[src/rtl/alu_pkg.sv]
package alu_pkg;
    localparam int XLEN  = 32;
    localparam int HLEN  = XLEN / 2;
    localparam int CNT_W = $clog2(XLEN) + 1;
    localparam int OP_W  = 4;

    typedef enum logic [OP_W-1:0] {
        OP_ADD  = 4'd0,
        OP_SUB  = 4'd1,
        OP_CMP  = 4'd2,
        OP_AND  = 4'd3,
        OP_OR   = 4'd4,
        OP_TST  = 4'd5,
        OP_LSR  = 4'd6,
        OP_ASR  = 4'd7,
        OP_LSL  = 4'd8,
        OP_ROL  = 4'd9,
        OP_LDHI = 4'd10,
        OP_LDLO = 4'd11,
        OP_MPYU = 4'd12,
        OP_MPYS = 4'd13
    } alu_op_e;

    typedef enum logic [1:0] {
        SH_LSR = 2'd0,
        SH_ASR = 2'd1,
        SH_LSL = 2'd2
    } shift_kind_e;

    // bit 0 = zero, bit 1 = carry, bit 2 = negative, bit 3 = overflow
    typedef struct packed {
        logic v;
        logic n;
        logic c;
        logic z;
    } alu_flags_t;

    function automatic logic [CNT_W-1:0] sat_count(input logic [CNT_W-1:0] raw);
        return (raw > CNT_W'(XLEN)) ? CNT_W'(XLEN) : raw;
    endfunction
endpackage

[src/rtl/alu_addsub.sv]
module alu_addsub
    import alu_pkg::*;
(
    input  logic [XLEN-1:0] a,
    input  logic [XLEN-1:0] b,
    input  logic            sub,
    output logic [XLEN-1:0] res,
    output logic            carry,
    output logic            ovf
);
    logic [XLEN-1:0] b_eff;
    logic [XLEN:0]   sum;

    always_comb begin
        b_eff = sub ? ~b : b;
        sum   = {1'b0, a} + {1'b0, b_eff} + {{XLEN{1'b0}}, sub};
        res   = sum[XLEN-1:0];
        // On subtraction carry-out high means no borrow.
        carry = sub ? ~sum[XLEN] : sum[XLEN];
        ovf   = (a[XLEN-1] == b_eff[XLEN-1]) && (res[XLEN-1] != a[XLEN-1]);
    end
endmodule

[src/rtl/alu_shift.sv]
module alu_shift
    import alu_pkg::*;
(
    input  logic [XLEN-1:0]  a,
    input  logic [CNT_W-1:0] cnt,
    input  shift_kind_e      kind,
    output logic [XLEN-1:0]  res,
    output logic             carry
);
    logic [CNT_W-1:0]        n;
    logic signed [XLEN+1:0]  rt_in;
    logic [XLEN+1:0]         rt_out;
    logic [XLEN:0]           lf_out;

    always_comb begin
        n = sat_count(cnt);
        // Right shifts: a guard bit below A catches the last bit shifted out.
        rt_in  = {(kind == SH_ASR) & a[XLEN-1], a, 1'b0};
        rt_out = rt_in >>> n;
        // Left shift: an extra bit above A catches the last bit shifted out.
        lf_out = {1'b0, a} << n;
        if (kind == SH_LSL) begin
            res   = lf_out[XLEN-1:0];
            carry = lf_out[XLEN];
        end else begin
            res   = rt_out[XLEN:1];
            carry = rt_out[0];
        end
    end
endmodule

[src/rtl/alu_mul.sv]
module alu_mul
    import alu_pkg::*;
(
    input  logic [HLEN-1:0] a,
    input  logic [HLEN-1:0] b,
    input  logic            sgn,
    output logic [XLEN-1:0] res
);
    logic signed [HLEN:0]   a_x;
    logic signed [HLEN:0]   b_x;
    logic signed [2*HLEN+1:0] prod;

    always_comb begin
        a_x  = {sgn & a[HLEN-1], a};
        b_x  = {sgn & b[HLEN-1], b};
        prod = a_x * b_x;
        res  = prod[XLEN-1:0];
    end
endmodule

[src/rtl/flag_alu.sv]
module flag_alu
    import alu_pkg::*;
(
    input  logic            clk,
    input  logic            rst,
    input  logic            in_valid,
    input  logic [3:0]      in_op,
    input  logic [31:0]     in_a,
    input  logic [31:0]     in_b,
    output logic            out_valid,
    output logic            out_wr,
    output logic [31:0]     out_res,
    output logic [3:0]      out_flags
);
    logic [XLEN-1:0] as_res, sh_res, mul_res;
    logic            as_c, as_v, sh_c;
    shift_kind_e     sh_kind;

    logic [XLEN-1:0] nx_res;
    alu_flags_t      nx_flags, flags_q;
    logic            nx_wr, nx_known;

    always_comb begin
        unique case (in_op)
            OP_ASR:  sh_kind = SH_ASR;
            OP_LSL:  sh_kind = SH_LSL;
            default: sh_kind = SH_LSR;
        endcase
    end

    alu_addsub u_addsub (
        .a     (in_a),
        .b     (in_b),
        .sub   (in_op != OP_ADD),
        .res   (as_res),
        .carry (as_c),
        .ovf   (as_v)
    );

    alu_shift u_shift (
        .a     (in_a),
        .cnt   (in_b[CNT_W-1:0]),
        .kind  (sh_kind),
        .res   (sh_res),
        .carry (sh_c)
    );

    alu_mul u_mul (
        .a   (in_a[HLEN-1:0]),
        .b   (in_b[HLEN-1:0]),
        .sgn (in_op == OP_MPYS),
        .res (mul_res)
    );

    always_comb begin
        nx_res   = '0;
        nx_flags = '0;
        nx_wr    = 1'b1;
        nx_known = 1'b1;
        unique case (in_op)
            OP_ADD, OP_SUB, OP_CMP: begin
                nx_res     = as_res;
                nx_flags.c = as_c;
                nx_flags.v = as_v;
                nx_wr      = (in_op != OP_CMP);
            end
            OP_AND, OP_TST: begin
                nx_res = in_a & in_b;
                nx_wr  = (in_op == OP_AND);
            end
            OP_OR:   nx_res = in_a | in_b;
            OP_LSR, OP_ASR, OP_LSL: begin
                nx_res     = sh_res;
                nx_flags.c = sh_c;
                nx_flags.v = sh_res[XLEN-1] ^ in_a[XLEN-1];
            end
            OP_ROL:  nx_res = (in_a << in_b[CNT_W-2:0])
                            | (in_a >> (CNT_W-1)'(XLEN - int'(in_b[CNT_W-2:0])));
            OP_LDHI: nx_res = {in_b[HLEN-1:0], in_a[HLEN-1:0]};
            OP_LDLO: nx_res = {in_a[XLEN-1:HLEN], in_b[HLEN-1:0]};
            OP_MPYU, OP_MPYS: nx_res = mul_res;
            default: begin
                nx_wr    = 1'b0;
                nx_known = 1'b0;
            end
        endcase
        nx_flags.z = (nx_res == '0);
        nx_flags.n = nx_res[XLEN-1];
    end

    always_ff @(posedge clk) begin
        if (rst) begin
            out_valid <= 1'b0;
            out_wr    <= 1'b0;
            out_res   <= '0;
            flags_q   <= '0;
        end else begin
            out_valid <= in_valid;
            out_wr    <= in_valid & nx_wr;
            if (in_valid && nx_known) begin
                out_res <= nx_res;
                flags_q <= nx_flags;
            end
        end
    end

    assign out_flags = flags_q;
endmodule

[config.mk]
export PLATFORM = sky130hd
export DESIGN_NAME = flag_alu
export DESIGN_NICKNAME = d
export VERILOG_FILES = /design/src/rtl/alu_pkg.sv /design/src/rtl/alu_addsub.sv /design/src/rtl/alu_shift.sv /design/src/rtl/alu_mul.sv /design/src/rtl/flag_alu.sv
export SDC_FILE = /design/constraint.sdc
export NUM_CORES = 1
export LEC_CHECK = 0
export CAP_MARGIN = 25
export CORE_UTILIZATION = 55
export CTS_CLUSTER_SIZE = 14
export DETAILED_ROUTE_END_ITERATION = 10
export DONT_BUFFER_PORTS = 1
export PLACE_DENSITY = 0.7
export SLEW_MARGIN = 20
export SYNTH_ARGS = -nofsm -noshare
export SYNTH_HDL_FRONTEND = slang
export SYNTH_HIERARCHICAL = 1
export SYNTH_SLANG_ARGS = --single-unit
[constraint.sdc]
create_clock -name clk -period 10.4 [get_ports clk]
set_input_delay 0.52 -clock clk [delete_from_list [all_inputs] [get_ports clk]]
set_output_delay 0.52 -clock clk [all_outputs]
set_load 0.02 [all_outputs]
# After elaboration in Yosys (flattened, before gate mapping)
# Index checks and enable logic that the tools add are counted.
# op_classes
addsub	3
multipliers	1
magnitude_cmp	1
n_eq_ne	18
n_shift	4
mux	11
n_bitwise	10
n_reduce_logical	11
# op_table
operator	n
$pmux W32 S8	1
$mux W32	2
$or A32 B32 Y32	2
$sshr A34 B6 Y33	1
$add A32 B32 Y33	1
$add A33 B1 Y33	1
$shl A32 B6 Y33	1
$and A32 B32 Y32	1
$logic_not A32 Y1	1
$mul A17 B17 Y32	1
$not A32 Y32	1
$shl A32 B5 Y32	1
$shr A32 B5 Y32	1
$eq A4 B4 Y1 const B	6
$eq A4 B3 Y1 const B	4
$reduce_or A14 Y1	1
$reduce_or A9 Y1	1
$eq A4 B2 Y1 const B	2
$gt A6 B6 Y1 const B	1
$mux W6	1
$reduce_or A3 Y1	2
$sub A1 B5 Y5 const A	1
$and A1 B1 Y1	4
$eq A4 B1 Y1 const B	1
other kinds (15)	20
# word_totals
reg_bits	38
in_bits	71
output_inout_bits	38
elab_cells	66

# Depth between registers and ports, before layout
# logic_depth
ltp_word	8
ltp_mapped	37
mapped_depth_nobuf	33

# Cells and area by module
# The synthesis kept the hierarchy.
# by_module_without_submodules
module	instances	cells_each	area_per_inst_um2	seq_area_each_um2
alu_mul	1	1165	10470.0	0.0
flag_alu	1	999	7843.8	740.7
alu_shift	1	585	4441.8	0.0
alu_addsub	1	305	2173.3	0.0

# Worst setup path after synthesis
# No wires, ideal clock.
# synth_path
path_type	input to register
from	in in_op[2]
to	reg flags_q, in the netlist out_flags[0]
setup_time_ns	0.057
arrival_time_ns	8.015
required_ns	10.343
path_slack_ns	2.327
path_stages	34
path_buffers	4
path_cell_list	clkbuf_1 > and3b_1 > clkbuf_1 > clkbuf_1 > and2_1 > and2_1 > clkbuf_1 > nand2_1 > fa_1 > inv_1 > fa_1 > inv_1 > fa_1 > inv_1 > fa_1 > fa_1 > inv_1 > fa_1 > inv_1 > ha_1 > a2111oi_0 > nand3_1 > o211a_1 > o31ai_2 > o211ai_1 > a21oi_1 > xnor2_1 > a22oi_1 > o221a_2 > o2111ai_1 > nor4_1 > nand4_1 > nor4_1 > a21o_1
# synth_via
elab_cells_between_ends	36
classes_between	2 x add/sub; 1 x mul; 15 x eq/ne; 1 x shift; 5 x mux; 3 x bitwise; 9 x reduce/logical
# synth_lines
element	line	rtl
start, declared	flag_alu.sv:7	input logic [3:0] in_op,
$eq A4 B4 Y1 (*)	flag_alu.sv:51	.sgn (in_op == OP_MPYS),
$and A1 B1 Y1, on equally long branches	alu_mul.sv:14, alu_mul.sv:15	
$mul A17 B17 Y32 (*)	alu_mul.sv:16	prod = a_x * b_x;
via mul_res[30]	flag_alu.sv:15	logic [XLEN-1:0] as_res, sh_res, mul_res;
$pmux W32 S8 (*)	flag_alu.sv:60	unique case (in_op)
$logic_not A32 Y1 (*)	flag_alu.sv:87	nx_flags.z = (nx_res == '0);
end signal, assigned	flag_alu.sv:102	flags_q <= nx_flags;
end, declared	flag_alu.sv:20	alu_flags_t nx_flags, flags_q;
# The timed path passes the listed nets; every way through them passes the cells marked *.
# A chain may end at the register's enable or synchronous reset.

# Worst setup path in the final report
# layout_path
from	in in_op[1]
to	reg flags_q, in the netlist out_flags[0]
# The elaborated chain is that of the path after synthesis.

==> metrics.md <==
| Metric | Value |
|---|---|
| Worst-Skew Late Latency | about 280 ps |
| Layout cell share with drive strength beyond 1 | 8.25% |
| Via density | roughly 7.3 |
| Mean area per synthesized cell | 8.16 sq um |
| Final Hold Fails | 0 |
| Worst Tran Pin Value | around 1100 ps |
| Critical path data arrival time | between 8000 and 9000 ps |
| Max Cap Viol | 0 |
| Crit-path slowest cell | a2111oi_0 |
| Clk root buf | clkbuf_16 |
| HP Start | rst |
| Worst-case clock buffer depth | 2 |
| Post-Route Utilization | ~56% |
| Post-synth top flop | dfxtp_1 |
| Commonest non-fill, non-tap cells in the layout | inv_1, nand2_1, fa_1 |
| Fill count | around 4100 |
| Area Growth Syn to Fin | 0.236% |
| Worst r2r path cells | 2 |
| Yosys top cell area share | 22.7% |
| IO buf count | 0 |
| RSZ-0062 raised after global routing | no |
| Min-delay worst type | in -> reg |
| Sw frac | 57.8% |
| Initial antenna violation count | 3 |
| DRC viols | 0 |
| Reg2reg end | out_res[31] |
| CORE AREA | 44400 sq um |
| Tmin final | around 8500 ps |
| Row count | 77 |
| Total CTS buffers | 5 |
| Outcome | finished clean |
| DR pass1 iterations | 10 |
| CTS Hold Bufs | 0 |
| CTS sink count | 37 |
| Sequential share of power | 4.1% |
| Post-CTS Setup Inserts | 0 |
| Post-synth EDFFs | 0 |
| Cell count after synthesis | about 3100 |
| Die Span Y | roughly 210 microns |
| Htree depth | 2 |
| Power Dens Cells | slightly above 200 nW/um^2 |
| Pins Over Slew Limit | 0 |
| Tot GR Track Use | between 40% and 50% |
| P_int | around 2200 uW |
| CP max FO | a little over 60 |
| Post-synth top area cell | fa_1 |
| Global route overflow | 0 |
| Sequential fraction of the synthesis area | 2.97% |
| Routed Antenna Nets | 0 |
| F_max | approximately 0.12 GHz |
| Worst ir drop on vdd | roughly 0.23 mV |
| YS warnings | 6 |
| Setup TNS | 0 ps |
| First-pass GRT wire length | 162000 microns |
| Max incr delay on CP | slightly below 600 ps |
| Post-Syn Nets | approximately 3500 |
| Final Cycle Share | 81.4% |
| CP startpoint kind | input pin |
| FF-to-FF setup slack | roughly 9400 ps |
| Register bit total from synthesis | 37 |
| Number of DRC markers in iteration 0 | 3941 |
| Clock slew at reported path FFs | 60 ps |
| Finished Layout Cells | roughly 3400 |
| Hold endpoint | out_res[9] |
| Reg2Reg Launch Point | out_res[31] |
| Post-Syn Area | 24900 sq um |
| Die area | 46200 sq um |
| Net total in the final layout | around 3300 |
| NetSw | 2980 uW |
| Worst path required time | approximately 11000 ps |
| HPWL Detailed | 74900 microns |
| Cell mode on critical path | fa_1 |
| Hold path depth | 1 |
| Sequential cell area | roughly 740 sq um |
| Vias in the first global route | roughly 25000 |
| Pleak | between 0.01 and 0.015 uW |
| Path type of the worst setup path | in -> reg |
| Distinct cells, synth | roughly 100 |
| Routed vias | 25000 |
| Area taken by multi-input logic gates | around 22000 sq um |
| Crit path capture type | register |
| Drt wl/cell | ~32 microns |
| CTS tree | done |
| Final setup fails | 0 |
| Chip Width | approximately 210 microns |
| Worst clock skew | 0 ps |
| Synth area leaders | fa_1, mux4_2, mux2i_1 |
| Clock network power share | under 10% |
| DP Cell Count | roughly 3400 |
| Placer Congestion | around 1.0 |
| Synth async-reset ratio | 0% |
| Rel. slew slack | a little over a quarter |
| Final setup margin | slightly below 2000 ps |
| Pre-CTS WS | about 1900 ps |
| Most common cell after layout, fill and taps aside | inv_1 |
| # resized after CTS | 0 |
| Comb pwr share | 93.1% |
| IO Count | roughly 110 |
| Largest net degree at the start of global routing | about 140 |
| Hold Slack | 300 ps |
| Final wirelength | between 100000 and 150000 microns |
| Initial core utilization | between 50% and 60% |
## routing by layer
layer	up-vias	wire [microns]	track usage (%)
li1	10200	-	-
met1	12300	40600	58.8
met2	2019	48200	72.7
met3	524	13100	11.8
met4	2	7940	28.3
met5	-	19	0
## power by group through the flow
stage / logic (uW) / registers, uW / clock network [uW]
floorplan: 3460 / 203 / 0
CTS: 4670 / 209 / 145
finish: 4800 / 209 / 148
detailed placement: 4640 / 212 / 0
global route: 5210 / 210 / 154
global placement: 4550 / 212 / 0
## sequential cells by signal, indices dropped and copies added (netlist names)
name	cells
out_res	32
out_flags	3
out_valid	1
out_wr	1
## critical path: cells and delay by family
family | cells | cell delay (ps)
XOR/XNOR | 1 | 120
AO/OA/AOI/OAI | 9 | 2330
adder cells (fa/ha/maj) | 7 | 3030
AND/OR/NAND/NOR | 8 | 2500
buffers and inverters | 3 | 140
## how the worst max path moves through the flow
stage / start / endpoint / cells past startpoint
detailed placement: in_op[1] / out_flags[0] / 28
global placement: in_op[1] / out_flags[0] / 28
CTS: in_op[1] / out_flags[0] / 28
floorplan: in_op[2] / out_flags[0] / 34
global route: in_op[1] / out_flags[0] / 29
finish: in_op[1] / out_flags[0] / 28
## cell type report
class | count | area share, %
antenna | 1 | 0.0100
inverter | 372 | 5.59
clock inverter | 3 | 0.0701
multi-input combinational | 2399 | 86.8
timing repair buffer | 33 | 1.09
tap | 592 | 2.96
sequential | 37 | 2.96
clock buffer | 5 | 0.501
## cells in the mapped netlist (15+ instances only)
cell / number
a211oi_1: 44
nand3_1: 68
inv_1: 368
xnor2_1: 52
nor2_1: 165
o21a_1: 17
o211ai_1: 40
buf_2: 63
nor2b_1: 25
a21o_1: 32
a22oi_1: 38
or2_2: 17
and3_1: 20
a221o_1: 15
nand2_1: 338
nand2b_1: 25
o21ai_0: 99
o22ai_1: 28
mux2i_1: 152
mux4_2: 87
dfxtp_1: 37
a221oi_1: 16
ha_1: 114
a22o_1: 24
and2_1: 148
nor3_1: 34
a31oi_1: 27
xor2_1: 54
a21oi_1: 134
mux2_2: 36
clkbuf_1: 145
nand4_1: 18
fa_1: 283
## logic make-up after synthesis
family	after synthesis	synth area share (%)
muxes	291	17.1
adders and majority gates	397	28.4
buffers and inverters	618	10.3
xor gates and xnor gates	107	3.79
and+or+nand+nor	931	18.3
AOI/OAI and AO/OA	673	19.1
DFF	37	2.97
## per-stage QoR
step                instance area [sq um]  total power [uW]
floorplan                           24900              3670
global placement                    24800              4770
detailed placement                  24800              4860
CTS                                 25000              5030
global route                        25000              5570
finish                              25000              5160
No activity file was read; power rests on OpenSTA's default activity.
